[src/rtl/nfc_pkg.sv]
package nfc_pkg;
  localparam logic [2:0] OFS_CTRL = 3'd0;
  localparam logic [2:0] OFS_CMD  = 3'd1;
  localparam logic [2:0] OFS_ADR  = 3'd2;
  localparam logic [2:0] OFS_DAT  = 3'd3;
  localparam logic [2:0] OFS_STAT = 3'd4;
  localparam logic [2:0] OFS_TSET = 3'd5;
  localparam logic [2:0] OFS_TPUL = 3'd6;
  localparam logic [2:0] OFS_THLD = 3'd7;

  localparam int CB_EN  = 0;
  localparam int CB_CE0 = 1;
  localparam int CB_CE1 = 2;
  localparam int CB_WP  = 3;
  localparam int CTRL_W = 4;
  localparam logic [CTRL_W-1:0] CTRL_RST = 4'b0111;

  typedef enum logic [1:0] {PH_IDLE, PH_SETUP, PH_PULSE, PH_HOLD} phase_e;
endpackage

[src/rtl/nfc_sync2.sv]
module nfc_sync2 #(
  parameter logic RST_VAL = 1'b1
) (
  input  logic clk,
  input  logic rst_n,
  input  logic d_in,
  output logic d_out
);
  logic [1:0] stg_q;

  always_ff @(posedge clk or negedge rst_n) begin
    if (!rst_n) stg_q <= {2{RST_VAL}};
    else        stg_q <= {stg_q[0], d_in};
  end

  assign d_out = stg_q[1];
endmodule

[src/rtl/nfc_regs.sv]
module nfc_regs
  import nfc_pkg::*;
#(
  parameter int DATA_W = 8,
  parameter int CNT_W  = 4,
  parameter logic [CNT_W-1:0] TS_RST = 1,
  parameter logic [CNT_W-1:0] TP_RST = 2,
  parameter logic [CNT_W-1:0] TH_RST = 1
) (
  input  logic              clk,
  input  logic              rst_n,
  input  logic              wr_en,
  input  logic [2:0]        wr_ofs,
  input  logic [DATA_W-1:0] wr_data,
  output logic [CTRL_W-1:0] ctrl,
  output logic [CNT_W-1:0]  t_setup,
  output logic [CNT_W-1:0]  t_pulse,
  output logic [CNT_W-1:0]  t_hold
);
  logic [CTRL_W-1:0] ctrl_d;
  logic [CNT_W-1:0]  ts_d, tp_d, th_d;

  always_comb begin
    ctrl_d = ctrl;
    ts_d   = t_setup;
    tp_d   = t_pulse;
    th_d   = t_hold;
    if (wr_en) begin
      case (wr_ofs)
        OFS_CTRL: ctrl_d = wr_data[CTRL_W-1:0];
        OFS_TSET: ts_d   = wr_data[CNT_W-1:0];
        OFS_TPUL: tp_d   = wr_data[CNT_W-1:0];
        OFS_THLD: th_d   = wr_data[CNT_W-1:0];
        default: ;
      endcase
    end
  end

  always_ff @(posedge clk or negedge rst_n) begin
    if (!rst_n) begin
      ctrl    <= CTRL_RST;
      t_setup <= TS_RST;
      t_pulse <= TP_RST;
      t_hold  <= TH_RST;
    end else if (wr_en) begin
      ctrl    <= ctrl_d;
      t_setup <= ts_d;
      t_pulse <= tp_d;
      t_hold  <= th_d;
    end
  end
endmodule

[src/rtl/nfc_strobe_seq.sv]
module nfc_strobe_seq
  import nfc_pkg::*;
#(
  parameter int DATA_W = 8,
  parameter int CNT_W  = 4
) (
  input  logic              clk,
  input  logic              rst_n,
  input  logic              start,
  input  logic              op_read,
  input  logic              op_cle,
  input  logic              op_ale,
  input  logic [DATA_W-1:0] op_data,
  input  logic [CNT_W-1:0]  t_setup,
  input  logic [CNT_W-1:0]  t_pulse,
  input  logic [CNT_W-1:0]  t_hold,
  input  logic [DATA_W-1:0] bus_din,
  output logic              busy,
  output logic              done,
  output logic              cle,
  output logic              ale,
  output logic              we_n,
  output logic              re_n,
  output logic              doe,
  output logic [DATA_W-1:0] dout,
  output logic [DATA_W-1:0] rd_byte
);
  phase_e            ph_q, ph_d;
  logic [CNT_W-1:0]  cnt_q, cnt_d;
  logic              rd_q, cle_q, ale_q;
  logic [DATA_W-1:0] dat_q;
  logic              cap_en;

  always_comb begin
    ph_d   = ph_q;
    cnt_d  = cnt_q;
    cap_en = 1'b0;
    case (ph_q)
      PH_IDLE:  if (start) begin ph_d = PH_SETUP; cnt_d = t_setup; end
      PH_SETUP: if (cnt_q == '0) begin ph_d = PH_PULSE; cnt_d = t_pulse; end
                else cnt_d = cnt_q - 1'b1;
      PH_PULSE: if (cnt_q == '0) begin
                  ph_d = PH_HOLD; cnt_d = t_hold; cap_en = rd_q;
                end else cnt_d = cnt_q - 1'b1;
      PH_HOLD:  if (cnt_q == '0) ph_d = PH_IDLE;
                else cnt_d = cnt_q - 1'b1;
      default:  ph_d = PH_IDLE;
    endcase
  end

  always_ff @(posedge clk or negedge rst_n) begin
    if (!rst_n) begin
      ph_q  <= PH_IDLE;
      cnt_q <= '0;
    end else begin
      ph_q  <= ph_d;
      cnt_q <= cnt_d;
    end
  end

  always_ff @(posedge clk or negedge rst_n) begin
    if (!rst_n) begin
      rd_q  <= 1'b0;
      cle_q <= 1'b0;
      ale_q <= 1'b0;
      dat_q <= '0;
    end else if (start && ph_q == PH_IDLE) begin
      rd_q  <= op_read;
      cle_q <= op_cle;
      ale_q <= op_ale;
      dat_q <= op_data;
    end
  end

  always_ff @(posedge clk or negedge rst_n) begin
    if (!rst_n)      rd_byte <= '0;
    else if (cap_en) rd_byte <= bus_din;
  end

  assign busy = (ph_q != PH_IDLE);
  assign done = (ph_q == PH_HOLD) && (cnt_q == '0);
  assign cle  = busy && cle_q;
  assign ale  = busy && ale_q;
  assign we_n = !((ph_q == PH_PULSE) && !rd_q);
  assign re_n = !((ph_q == PH_PULSE) && rd_q);
  assign doe  = busy && !rd_q;
  assign dout = dat_q;

  // never both strobes low
  a_r7_one_strobe: assert property (@(posedge clk) disable iff (!rst_n)
    !(!we_n && !re_n));
  // a low strobe with count left stays low on the next clock
  a_r7_pulse_held: assert property (@(posedge clk) disable iff (!rst_n)
    (!we_n && cnt_q != '0) |=> !we_n);
  // captured byte is the bus value at the strobe-rising edge
  a_r6_capture: assert property (@(posedge clk) disable iff (!rst_n)
    (!re_n && cnt_q == '0) |=> (re_n && rd_byte == $past(bus_din)));
endmodule

[src/rtl/nfc_bus_ctrl.sv]
module nfc_bus_ctrl
  import nfc_pkg::*;
#(
  parameter int DATA_W = 8,
  parameter int CNT_W  = 4
) (
  input  logic              clk,
  input  logic              rst_n,
  input  logic              reg_req,
  input  logic              reg_wr,
  input  logic [2:0]        reg_addr,
  input  logic [DATA_W-1:0] reg_wdata,
  output logic [DATA_W-1:0] reg_rdata,
  output logic              reg_ack,
  output logic [1:0]        fl_ce_n,
  output logic              fl_cle,
  output logic              fl_ale,
  output logic              fl_we_n,
  output logic              fl_re_n,
  output logic              fl_wp_n,
  output logic [DATA_W-1:0] fl_dout,
  output logic              fl_doe,
  input  logic [DATA_W-1:0] fl_din,
  input  logic              fl_rb
);
  logic [1:0]        rst_sync_q;
  logic              rst_in_n;
  logic [CTRL_W-1:0] ctrl;
  logic [CNT_W-1:0]  t_setup, t_pulse, t_hold;
  logic              busy, done, rb_sync;
  logic              go, is_port, is_xfer, start, reg_wen;
  logic [DATA_W-1:0] rd_byte;

  always_ff @(posedge clk or negedge rst_n) begin
    if (!rst_n) rst_sync_q <= 2'b00;
    else        rst_sync_q <= {rst_sync_q[0], 1'b1};
  end
  assign rst_in_n = rst_sync_q[1];

  assign go      = reg_req && !busy;
  assign is_port = (reg_addr == OFS_CMD) || (reg_addr == OFS_ADR) || (reg_addr == OFS_DAT);
  assign is_xfer = reg_wr ? is_port : (reg_addr == OFS_DAT);
  assign start   = go && is_xfer && ctrl[CB_EN];
  assign reg_wen = go && reg_wr && !is_port;
  assign reg_ack = (go && !start) || done;

  nfc_regs #(.DATA_W(DATA_W), .CNT_W(CNT_W)) regs_i (
    .clk(clk), .rst_n(rst_in_n), .wr_en(reg_wen), .wr_ofs(reg_addr),
    .wr_data(reg_wdata), .ctrl(ctrl), .t_setup(t_setup),
    .t_pulse(t_pulse), .t_hold(t_hold));

  nfc_sync2 #(.RST_VAL(1'b1)) rb_sync_i (
    .clk(clk), .rst_n(rst_in_n), .d_in(fl_rb), .d_out(rb_sync));

  nfc_strobe_seq #(.DATA_W(DATA_W), .CNT_W(CNT_W)) seq_i (
    .clk(clk), .rst_n(rst_in_n), .start(start), .op_read(!reg_wr),
    .op_cle(reg_addr == OFS_CMD), .op_ale(reg_addr == OFS_ADR),
    .op_data(reg_wdata), .t_setup(t_setup), .t_pulse(t_pulse),
    .t_hold(t_hold), .bus_din(fl_din), .busy(busy), .done(done),
    .cle(fl_cle), .ale(fl_ale), .we_n(fl_we_n), .re_n(fl_re_n),
    .doe(fl_doe), .dout(fl_dout), .rd_byte(rd_byte));

  always_comb begin
    reg_rdata = '0;
    case (reg_addr)
      OFS_CTRL: reg_rdata[CTRL_W-1:0] = ctrl;
      OFS_DAT:  reg_rdata = rd_byte;
      OFS_STAT: reg_rdata[0] = rb_sync;
      OFS_TSET: reg_rdata[CNT_W-1:0] = t_setup;
      OFS_TPUL: reg_rdata[CNT_W-1:0] = t_pulse;
      OFS_THLD: reg_rdata[CNT_W-1:0] = t_hold;
      default: ;
    endcase
  end

  assign fl_ce_n = {ctrl[CB_CE1], ctrl[CB_CE0]};
  assign fl_wp_n = !ctrl[CB_WP];

  // the two latch lines are never high together
  a_r3_cle_ale_excl: assert property (@(posedge clk) disable iff (!rst_in_n)
    !(fl_cle && fl_ale));
  // chip enables stay fixed during a bus cycle
  a_r2_ce_stable: assert property (@(posedge clk) disable iff (!rst_in_n)
    busy |=> $stable(fl_ce_n));
  // a disabled controller drives no strobe
  a_r10_no_strobe_off: assert property (@(posedge clk) disable iff (!rst_in_n)
    !ctrl[CB_EN] |-> (fl_we_n && fl_re_n));
  // register accesses never wait
  a_r11_reg_ack: assert property (@(posedge clk) disable iff (!rst_in_n)
    (reg_req && !busy && !is_port) |-> reg_ack);
endmodule

[config.mk]
export PLATFORM = sky130hd
export DESIGN_NAME = nfc_bus_ctrl
export DESIGN_NICKNAME = d
export VERILOG_FILES = /design/src/rtl/nfc_pkg.sv /design/src/rtl/nfc_sync2.sv /design/src/rtl/nfc_regs.sv /design/src/rtl/nfc_strobe_seq.sv /design/src/rtl/nfc_bus_ctrl.sv
export SDC_FILE = /design/constraint.sdc
export NUM_CORES = 1
export LEC_CHECK = 0
export BUFFER_PORTS_ARGS = -buffer_cell sky130_fd_sc_hd__buf_4
export CAP_MARGIN = 30
export CORE_MARGIN = 2
export CORE_UTILIZATION = 49
export DETAILED_ROUTE_END_ITERATION = 10
export PLACE_DENSITY = 0.87
export SYNTH_ARGS = -nofsm -noshare
export SYNTH_HDL_FRONTEND = slang
export SYNTH_HIERARCHICAL = 1
export SYNTH_SLANG_ARGS = --single-unit
[constraint.sdc]
create_clock -name clk -period 1.55 [get_ports clk]
set_input_delay 0.31 -clock clk [delete_from_list [all_inputs] [get_ports clk]]
set_output_delay 0.31 -clock clk [all_outputs]
set_load 0.01 [all_outputs]
==> results of run 1 <==
## where the power goes
group	total [uW]	internal [uW]	switching, uW
Combinational	3690	2050	1640
Sequential	1810	1530	272
Clock	941	484	457
Total	6440	4070	2370
## path summary, 6_finish.rpt
path | start | endpoint | slack [ps] | depth (start not counted)
setup / recovery | seq_i/cnt_q[1] | reg_ack | -380 | 6
hold / removal | fl_rb | rb_sync_i/stg_q[0] | 90 | 1
setup reg to reg | seq_i/ph_q[1] | regs_i/ctrl[3] | -340 | 8
hold reg to reg | rst_sync_q[1] | rb_sync_i/stg_q[1] | 240 | 0
max in group asynchronous | rst_sync_q[1] | regs_i/ctrl[2] | 930 | 1
min in group asynchronous | rst_sync_q[1] | rb_sync_i/stg_q[1] | 240 | 0
## sequential cells by signal (all words and copies together) (netlist names)
register and cells:
seq_i/dout 8, regs_i/ctrl 4, seq_i/ph_q 2, regs_i/t_pulse 4, seq_i/rd_q 1, rst_sync_q 2
seq_i/cle_q 1, rb_sync_i/stg_q 2, regs_i/t_hold 4, seq_i/rd_byte 8, seq_i/cnt_q 4, seq_i/ale_q 1
regs_i/t_setup 4
## synthesized netlist by cell type, types with 2 or more instances
master	instances
sky130_fd_sc_hd__dfrtp_1	37
sky130_fd_sc_hd__mux2_2	26
sky130_fd_sc_hd__mux2_1	13
sky130_fd_sc_hd__dfstp_2	8
sky130_fd_sc_hd__and2_1	7
sky130_fd_sc_hd__ha_1	6
sky130_fd_sc_hd__inv_1	6
sky130_fd_sc_hd__nor2_1	6
sky130_fd_sc_hd__a21oi_1	5
sky130_fd_sc_hd__a22oi_1	5
sky130_fd_sc_hd__nand2_1	5
sky130_fd_sc_hd__nor2b_1	5
sky130_fd_sc_hd__buf_6	3
sky130_fd_sc_hd__nand3b_1	3
sky130_fd_sc_hd__nor3b_1	3
sky130_fd_sc_hd__o21ai_0	3
sky130_fd_sc_hd__a221oi_1	2
sky130_fd_sc_hd__and3_1	2
sky130_fd_sc_hd__buf_2	2
sky130_fd_sc_hd__nand2b_1	2
sky130_fd_sc_hd__nand4b_1	2
sky130_fd_sc_hd__o221a_1	2
sky130_fd_sc_hd__o221ai_1	2
sky130_fd_sc_hd__o22ai_1	2
## cell type report
type	count	area share
clock buffers	5	0.0186
clock inverters	3	0.0119
inverters	7	0.00847
multi-input cells	124	0.378
flip-flops and latches	45	0.308
well taps	52	0.0176
repair buffers	114	0.257
## repair_timing
action / CTS / global route
pin swaps: 10 / 18
hold buffers: 1 / 0
endpoints found under the setup margin: 51 / 54
cloned: 1 / 0
buffers inserted: 14 / 17
gates resized for setup: 42 / 37
hold endpoints to repair: 2 / 0
## cells by family (layout without fill, tap and decap cells)
logic type	after synthesis	after routing
AO/OA/AOI/OAI	33	33
buffers and inverters	14	129
multiplexers	41	41
adder cells (fa/ha/maj)	7	7
flip-flops	45	45
XOR/XNOR	1	1
AND/OR/NAND/NOR	41	41
other	1	1
## stage by stage
stage          std cells  hold WS (ps)   util  setup TNS, ps  setup slack [ps]
5_1_grt              350          75.1  0.831         -14500              -411
4_1_cts              334          99.2  0.769          -7370              -271
3_3_place_gp         310          93.2  0.679          -7410              -233
3_5_place_dp         310          93.7  0.679          -9840              -297
6_report             350          93.3  0.831         -12210              -382
2_1_floorplan        183          14.4      -          -8210              -348
## per-layer routing
metal  vias to the layer above  global-route usage
li1                        904                   -
met3                        37              0.0732
met1                      1037               0.336
met5                         -                   0
met4                         0               0.148
met2                       118               0.475
==> reports/summary.log, run 1 <==
qor: setup_path.worst-setup-path-type flop to output pin
qor: route.via_count 2096
qor: setup_path.worst_ep_arrival_time 1620 ps
qor: synth.synthTopCellsByArea sky130_fd_sc_hd__dfrtp_1 40%, sky130_fd_sc_hd__mux2_2 13%, sky130_fd_sc_hd__dfstp_2 9.1%
qor: global_route.largest_net_degree_at_the_start_of_global_routing 24
qor: global_route.grt_remaining_overflow 0
qor: cells_and_area.nFillCells 193
qor: sta.final.setup_skew 13.2 ps
qor: route.ant_nets 0
qor: synth.synth_top_flop_cell sky130_fd_sc_hd__dfrtp_1
qor: status.outcome finished, violations left
qor: synth.synth-compound-area-share 0.115
qor: global_route.grt_first_pass_wirelength 11200 um
qor: synth.post_synth_and_or_nand_nor_area_fraction 0.116
qor: clock_network.numCtsBuffers 5
qor: cells_and_area.antenna_cells_inserted 0
qor: clock_network.clk_transition_reported_paths 100 ps
qor: floorplanning.die_area 0.00529 mm^2
qor: synth.synth_enable_flop_cells 0
qor: floorplanning.placement_rows 24
qor: route.routed_wire_length_per_instance 24.0 um
qor: global_route.grt_util_all_layers 0.284
qor: placement.hpwl_after_detailed_placement 4030 um
qor: route.detail_route.vias_per_cell 5.99
qor: cells_and_area.commonest_non_fill_non_tap_cell_in_the_layout sky130_fd_sc_hd__buf_4
qor: floorplanning.coreArea 0.00444 mm^2
qor: synth.synth_cell_types 50
qor: status.failed_checks setup timing
qor: route.met2_length 4210 um
qor: pwr.worst_vdd_ir 1230 uV
qor: floorplanning.die_x 72.7 um
qor: synth.ys_async_sr_fraction 1.00
qor: floorplanning.floorplan.die.height 72.7 um
qor: route.route.detailed.drc 0
qor: pwr.power.density 1740 mW/mm^2
qor: synth.synth_xor_xnor_area_share 0.00379
qor: route.post_route_m1_wl 3180 um
qor: setup_path.wp_data_required 1240 ps
qor: placement.io_buffers 48
qor: clock_network.clock-sinks 45
qor: synth.muxShareOfSynthArea 0.201
qor: route.top_signal_layer_used met4
qor: cells_and_area.multiInputGateArea 0.00140 mm^2
qor: sta.timing_max_transition_violations_final 0
qor: sta.grt_setup_unrepaired true
qor: sta.finalCriticalPeriod 1930 ps
qor: clock_network.clockRootBuffer sky130_fd_sc_hd__clkbuf_8
qor: synth.synth_top_family_by_area multiplexers
qor: setup_path.critPathSlowestCell sky130_fd_sc_hd__dfrtp_1
qor: cells_and_area.sequential_cell_area 0.00114 mm^2
qor: pwr.leakage 0.00180 uW
qor: run.max_cap_violations 0
qor: synth.netlist.area_leader.share 0.400
qor: setup_path.end_kind output pin
qor: cells_and_area.final_cell_mix 93 x sky130_fd_sc_hd__buf_4, 36 x sky130_fd_sc_hd__dfrtp_1, 21 x sky130_fd_sc_hd__mux2_4, 19 x sky130_fd_sc_hd__mux2_2, 17 x sky130_fd_sc_hd__buf_6
qor: synth.synth_sequential_area_ratio 0.491
qor: global_route.first_global_vias 2142
qor: route.drt_first_pass_iters 5
qor: synth.synth_largest_area_cell sky130_fd_sc_hd__dfrtp_1
qor: setup_path.cp_max_fo 2
qor: synth.adder_cell_share_of_the_synthesized_area 0.0368
qor: setup_path.crit_path_cell_trace inv_2, ha_4, nor3b_4, and2_4, a21o_1, buf_6
qor: synth.synthesis.instances 183
qor: cells_and_area.post_route_cells_drive_above_1_share 0.718
qor: setup_path.worstSetupStartpointType flop
qor: route.drt-initial-drc-count 122
qor: min_path.worst_hold_path_class input pin to flop
qor: clock_network.clk_latency 320 ps
qor: sta.postLayoutSetupSlackWorst -382 ps
qor: sta.maxClockFrequency 518 MHz
qor: cells_and_area.syn_to_final_growth 59.7%
qor: cells_and_area.num-nets-final 327
qor: cells_and_area.final_area 0.00369 mm^2
qor: placement.place_area 0.00302 mm^2
qor: synth.syn_avg_cell_area 12.6 um^2
qor: floorplanning.io-pin-count 49
qor: synth.yosysWarnings 6
qor: synth.synth.net_count 213
qor: clock_network.clock_tree.buffer_depth 2
qor: setup_path.worst_path_dominant_cell_family flip-flops
qor: placement.place.gp.congestion 0.922
qor: sta.post-route-period-util 1.25
qor: global_route.antenna_violations_before_repair 0
qor: clock_network.cts_tree yes
qor: floorplanning.initial_core_util 0.521
qor: clock_network.htree_num_levels 2
qor: sta.setup_viol 51
qor: pwr.totalPowerFinal 6440 uW
qor: setup_path.slowest_delay 410 ps
qor: synth.synthesized_flop_and_latch_total 45
qor: sta.final_hold_viol_count 0
qor: route.postRouteWirelength 8400 um
qor: synth.syn_area 0.00231 mm^2
qor: setup_path.critPathBufInv 2
qor: route.met3_wirelength 627 um
No activity file was read; power rests on OpenSTA's default activity.
==> run 2: changes to the inputs <==
==> constraint.sdc (replaced) <==
create_clock -name clk -period 1.55 [get_ports clk]
set_input_delay 0.3875 -clock clk [delete_from_list [all_inputs] [get_ports clk]]
set_output_delay 0.3875 -clock clk [all_outputs]
set_load 0.01 [all_outputs]
==> run 2 against run 1 <==
The run still ends with setup timing left. Clock skew rose by 3.9 ps. Critical path depth grew 3. Hold slack better by 92 ps. Die area unchanged. Sequential power hardly changed. Non-clock buffer count fell by 4. Worst setup slack got worse by 15 ps. Via count up 6.3%. Sequential share of layout area about the same. Clock power shrank 7.8%. Flip-flop and latch count is the same.
==> reports/summary.log, run 2 (same netlist as run 1, synthesis figures left out) <==
qor: setup_path.worst-setup-path-type flop to flop [was flop to output pin]
qor: min_path.timing.hold.worst_path_depth 1 [unchanged]
qor: global_route.grt_remaining_overflow 0 [unchanged]
qor: setup_path.crit-reg2reg-launch seq_i/ph_q[0] [was seq_i/ph_q[1]]
qor: setup_path.end_kind flop [was output pin]
qor: clock_network.numCtsBuffers 5 [unchanged]
qor: cells_and_area.final_area 0.00370 mm^2 [was 0.00369 mm^2]
qor: pwr.leakage 0.00178 uW [was 0.00180 uW]
qor: clock_network.htree_num_levels 2 [unchanged]
qor: sta.post-route-period-util 1.26 [was 1.25]
qor: setup_path.critPathSlowestCell sky130_fd_sc_hd__dfrtp_1 [unchanged]
qor: route.ant_nets 0 [unchanged]
qor: placement.io_buffers 48 [unchanged]
qor: route.route.detailed.drc 0 [unchanged]
qor: route.postRouteWirelength 9570 um [was 8400 um]
qor: status.failed_checks setup timing [unchanged]
qor: floorplanning.floorplan.die.height 72.7 um [unchanged]
qor: floorplanning.placement_rows 24 [unchanged]
qor: clock_network.clock_tree.buffer_depth 2 [unchanged]
qor: route.drt_first_pass_iters 5 [unchanged]
qor: route.via_count 2229 [was 2096]
qor: pwr.power.density 1610 mW/mm^2 [was 1740 mW/mm^2]
qor: placement.place_area 0.00304 mm^2 [was 0.00302 mm^2]
qor: min_path.worst_hold_path_class input pin to flop [unchanged]
qor: cells_and_area.post_layout_nonfiller_instances 346 [was 350]
qor: clock_network.clk_latency 310 ps [was 320 ps]
qor: cells_and_area.syn_to_final_growth 59.8% [was 59.7%]
qor: setup_path.slowest_delay 410 ps [about the same]
qor: min_path.worst_hold_path_startpoint fl_rb [unchanged]
qor: placement.place.gp.congestion 0.854 [was 0.922]
qor: sta.finalHoldWorstSlack 186 ps [was 93.3 ps]
qor: placement.cells_after_dpl 311 [was 310]
qor: cells_and_area.final_cell_mix 80 x sky130_fd_sc_hd__buf_4, 36 x sky130_fd_sc_hd__dfrtp_1, 22 x sky130_fd_sc_hd__buf_6, 20 x sky130_fd_sc_hd__mux2_4, 19 x sky130_fd_sc_hd__mux2_2 [was 93 x sky130_fd_sc_hd__buf_4, 36 x sky130_fd_sc_hd__dfrtp_1, 21 x sky130_fd_sc_hd__mux2_4, 19 x sky130_fd_sc_hd__mux2_2, 17 x sky130_fd_sc_hd__buf_6]
qor: sta.setup-tns-final -15500 ps [was -12210 ps]
qor: run.max_cap_violations 0 [unchanged]
qor: setup_path.wp_data_required 1730 ps [was 1240 ps]
qor: sta.final.setup_skew 17.1 ps [was 13.2 ps]
qor: sta.postLayoutSetupSlackWorst -397 ps [was -382 ps]
qor: route.detail_route.vias_per_cell 6.44 [was 5.99]
qor: setup_path.crit_path_cell_trace inv_2, ha_4, inv_6, nor2b_4, o211a_4, buf_6, nand4b_1, buf_4, mux2_2 [was inv_2, ha_4, nor3b_4, and2_4, a21o_1, buf_6]
qor: global_route.grt_first_pass_wirelength 12500 um [was 11200 um]
qor: setup_path.worst_path_dominant_cell_family buffers and inverters [was flip-flops]
qor: clock_network.clockRootBuffer sky130_fd_sc_hd__clkbuf_8 [unchanged]
qor: floorplanning.coreArea 0.00444 mm^2 [unchanged]
qor: global_route.largest_net_degree_at_the_start_of_global_routing 23 [was 24]
qor: setup_path.critical_path_depth 9 [was 6]
qor: min_path.hold_end rb_sync_i/stg_q[0] [unchanged]
qor: cells_and_area.antenna_cells_inserted 0 [unchanged]
qor: cells_and_area.post_route_cells_drive_above_1_share 0.704 [was 0.718]
qor: status.outcome finished, violations left [unchanged]
qor: setup_path.worst_ep_arrival_time 2120 ps [was 1620 ps]
qor: global_route.first_global_vias 2220 [was 2142]
qor: sta.setup_viol 52 [was 51]
qor: sta.maxClockFrequency 514 MHz [was 518 MHz]
qor: setup_path.ff2ff_path_depth 9 [was 8]
qor: setup_path.regToRegSetupSlack -400 ps [was -340 ps]
qor: setup_path.cp_max_fo 3 [was 2]
qor: floorplanning.die_area 0.00529 mm^2 [unchanged]
qor: cells_and_area.final_core_util 0.832 [was 0.831]
qor: placement.hpwl_after_detailed_placement 4250 um [was 4030 um]
qor: clock_network.clock-sinks 45 [unchanged]
qor: floorplanning.initial_core_util 0.521 [unchanged]
qor: floorplanning.die_x 72.7 um [unchanged]
qor: setup_path.worstSetupStartpointType flop [unchanged]
qor: cells_and_area.commonest_non_fill_non_tap_cell_in_the_layout sky130_fd_sc_hd__buf_4 [unchanged]
qor: sta.grt_setup_unrepaired true [unchanged]
qor: clock_network.clk_transition_reported_paths 110 ps [was 100 ps]
qor: sta.timing_max_transition_violations_final 0 [unchanged]
qor: pwr.worst_vdd_ir 1310 uV [was 1230 uV]
qor: sta.finalCriticalPeriod 1950 ps [was 1930 ps]
qor: global_route.grt_util_all_layers 0.326 [was 0.284]
qor: cells_and_area.num-nets-final 323 [was 327]
qor: route.routed_wire_length_per_instance 27.7 um [was 24.0 um]
qor: global_route.antenna_violations_before_repair 0 [unchanged]
qor: setup_path.endpoint_of_the_lowest_slack_register_to_register_path regs_i/t_pulse[2] [was regs_i/ctrl[3]]
qor: clock_network.cts_tree yes [unchanged]
qor: floorplanning.io-pin-count 49 [unchanged]
qor: sta.final_hold_viol_count 0 [unchanged]
qor: route.drt-initial-drc-count 297 [was 122]
qor: setup_path.critPathBufInv 4 [was 2]
-- run 2: cell types whose count changed in the layout (fill, tap and decap cells not counted), moves of 2 or more --
cell,delta
sky130_fd_sc_hd__clkbuf_8,+2
sky130_fd_sc_hd__o22ai_2,-2
sky130_fd_sc_hd__o22ai_1,+2
sky130_fd_sc_hd__buf_12,+2
sky130_fd_sc_hd__ha_1,+2
sky130_fd_sc_hd__buf_4,-13
sky130_fd_sc_hd__buf_6,+5
sky130_fd_sc_hd__ha_4,-2
sky130_fd_sc_hd__o21ai_0,+2
sky130_fd_sc_hd__nor2b_1,-2
sky130_fd_sc_hd__nor2_4,+2
-- run 2: area by class of cell --
type	count	area (um^2)
multi-input combinational	124	1370
sequential	45	1140
timing repair buffer	110	991
fill	188	747
clock buffer	7	96.3
tap	52	65.1
inverter	7	31.3
clock inverter	1	8.76
-- run 2: worst max-delay path by stage --
stage / from / to
global placement: seq_i/cnt_q[1] / seq_i/ph_q[1]
CTS: seq_i/cnt_q[1] / reg_ack
finish: seq_i/ph_q[0] / regs_i/t_pulse[2]
detailed placement: seq_i/ph_q[1] / regs_i/ctrl[3]
global route: seq_i/ph_q[0] / seq_i/cnt_q[1]
floorplan: seq_i/ph_q[0] / regs_i/ctrl[3]
-- run 2: stage by stage --
stage	setup slack [ps]	power, uW
6_report	-397	5970
5_1_grt	-496	6160
4_1_cts	-331	5180
3_5_place_dp	-306	4020
3_3_place_gp	-266	3910
2_1_floorplan	-348	3110
-- run 2: where the power goes --
group,switching (uW),internal [uW],total [uW]
Sequential,290,1530,1820
Clock,454,413,868
Combinational,1530,1750,3280
-- run 2: layer usage --
metal | GRT usage | up-vias | routed length, um
met3 | 0.0704 | 65 | 849
met1 | 0.402 | 1081 | 3440
met5 | 0 | - | 0
met4 | 0.169 | 0 | 694
li1 | - | 892 | -
met2 | 0.538 | 191 | 4590
-- run 2: timing repair --
action                     4_1_cts  5_1_grt
resized for setup               41       41
setup endpoints to repair       55       55
pin swaps                       15        8
buffers inserted                15       10
hold endpoints to repair         2        0
hold buffers                     1        0
gates cloned                     1        1
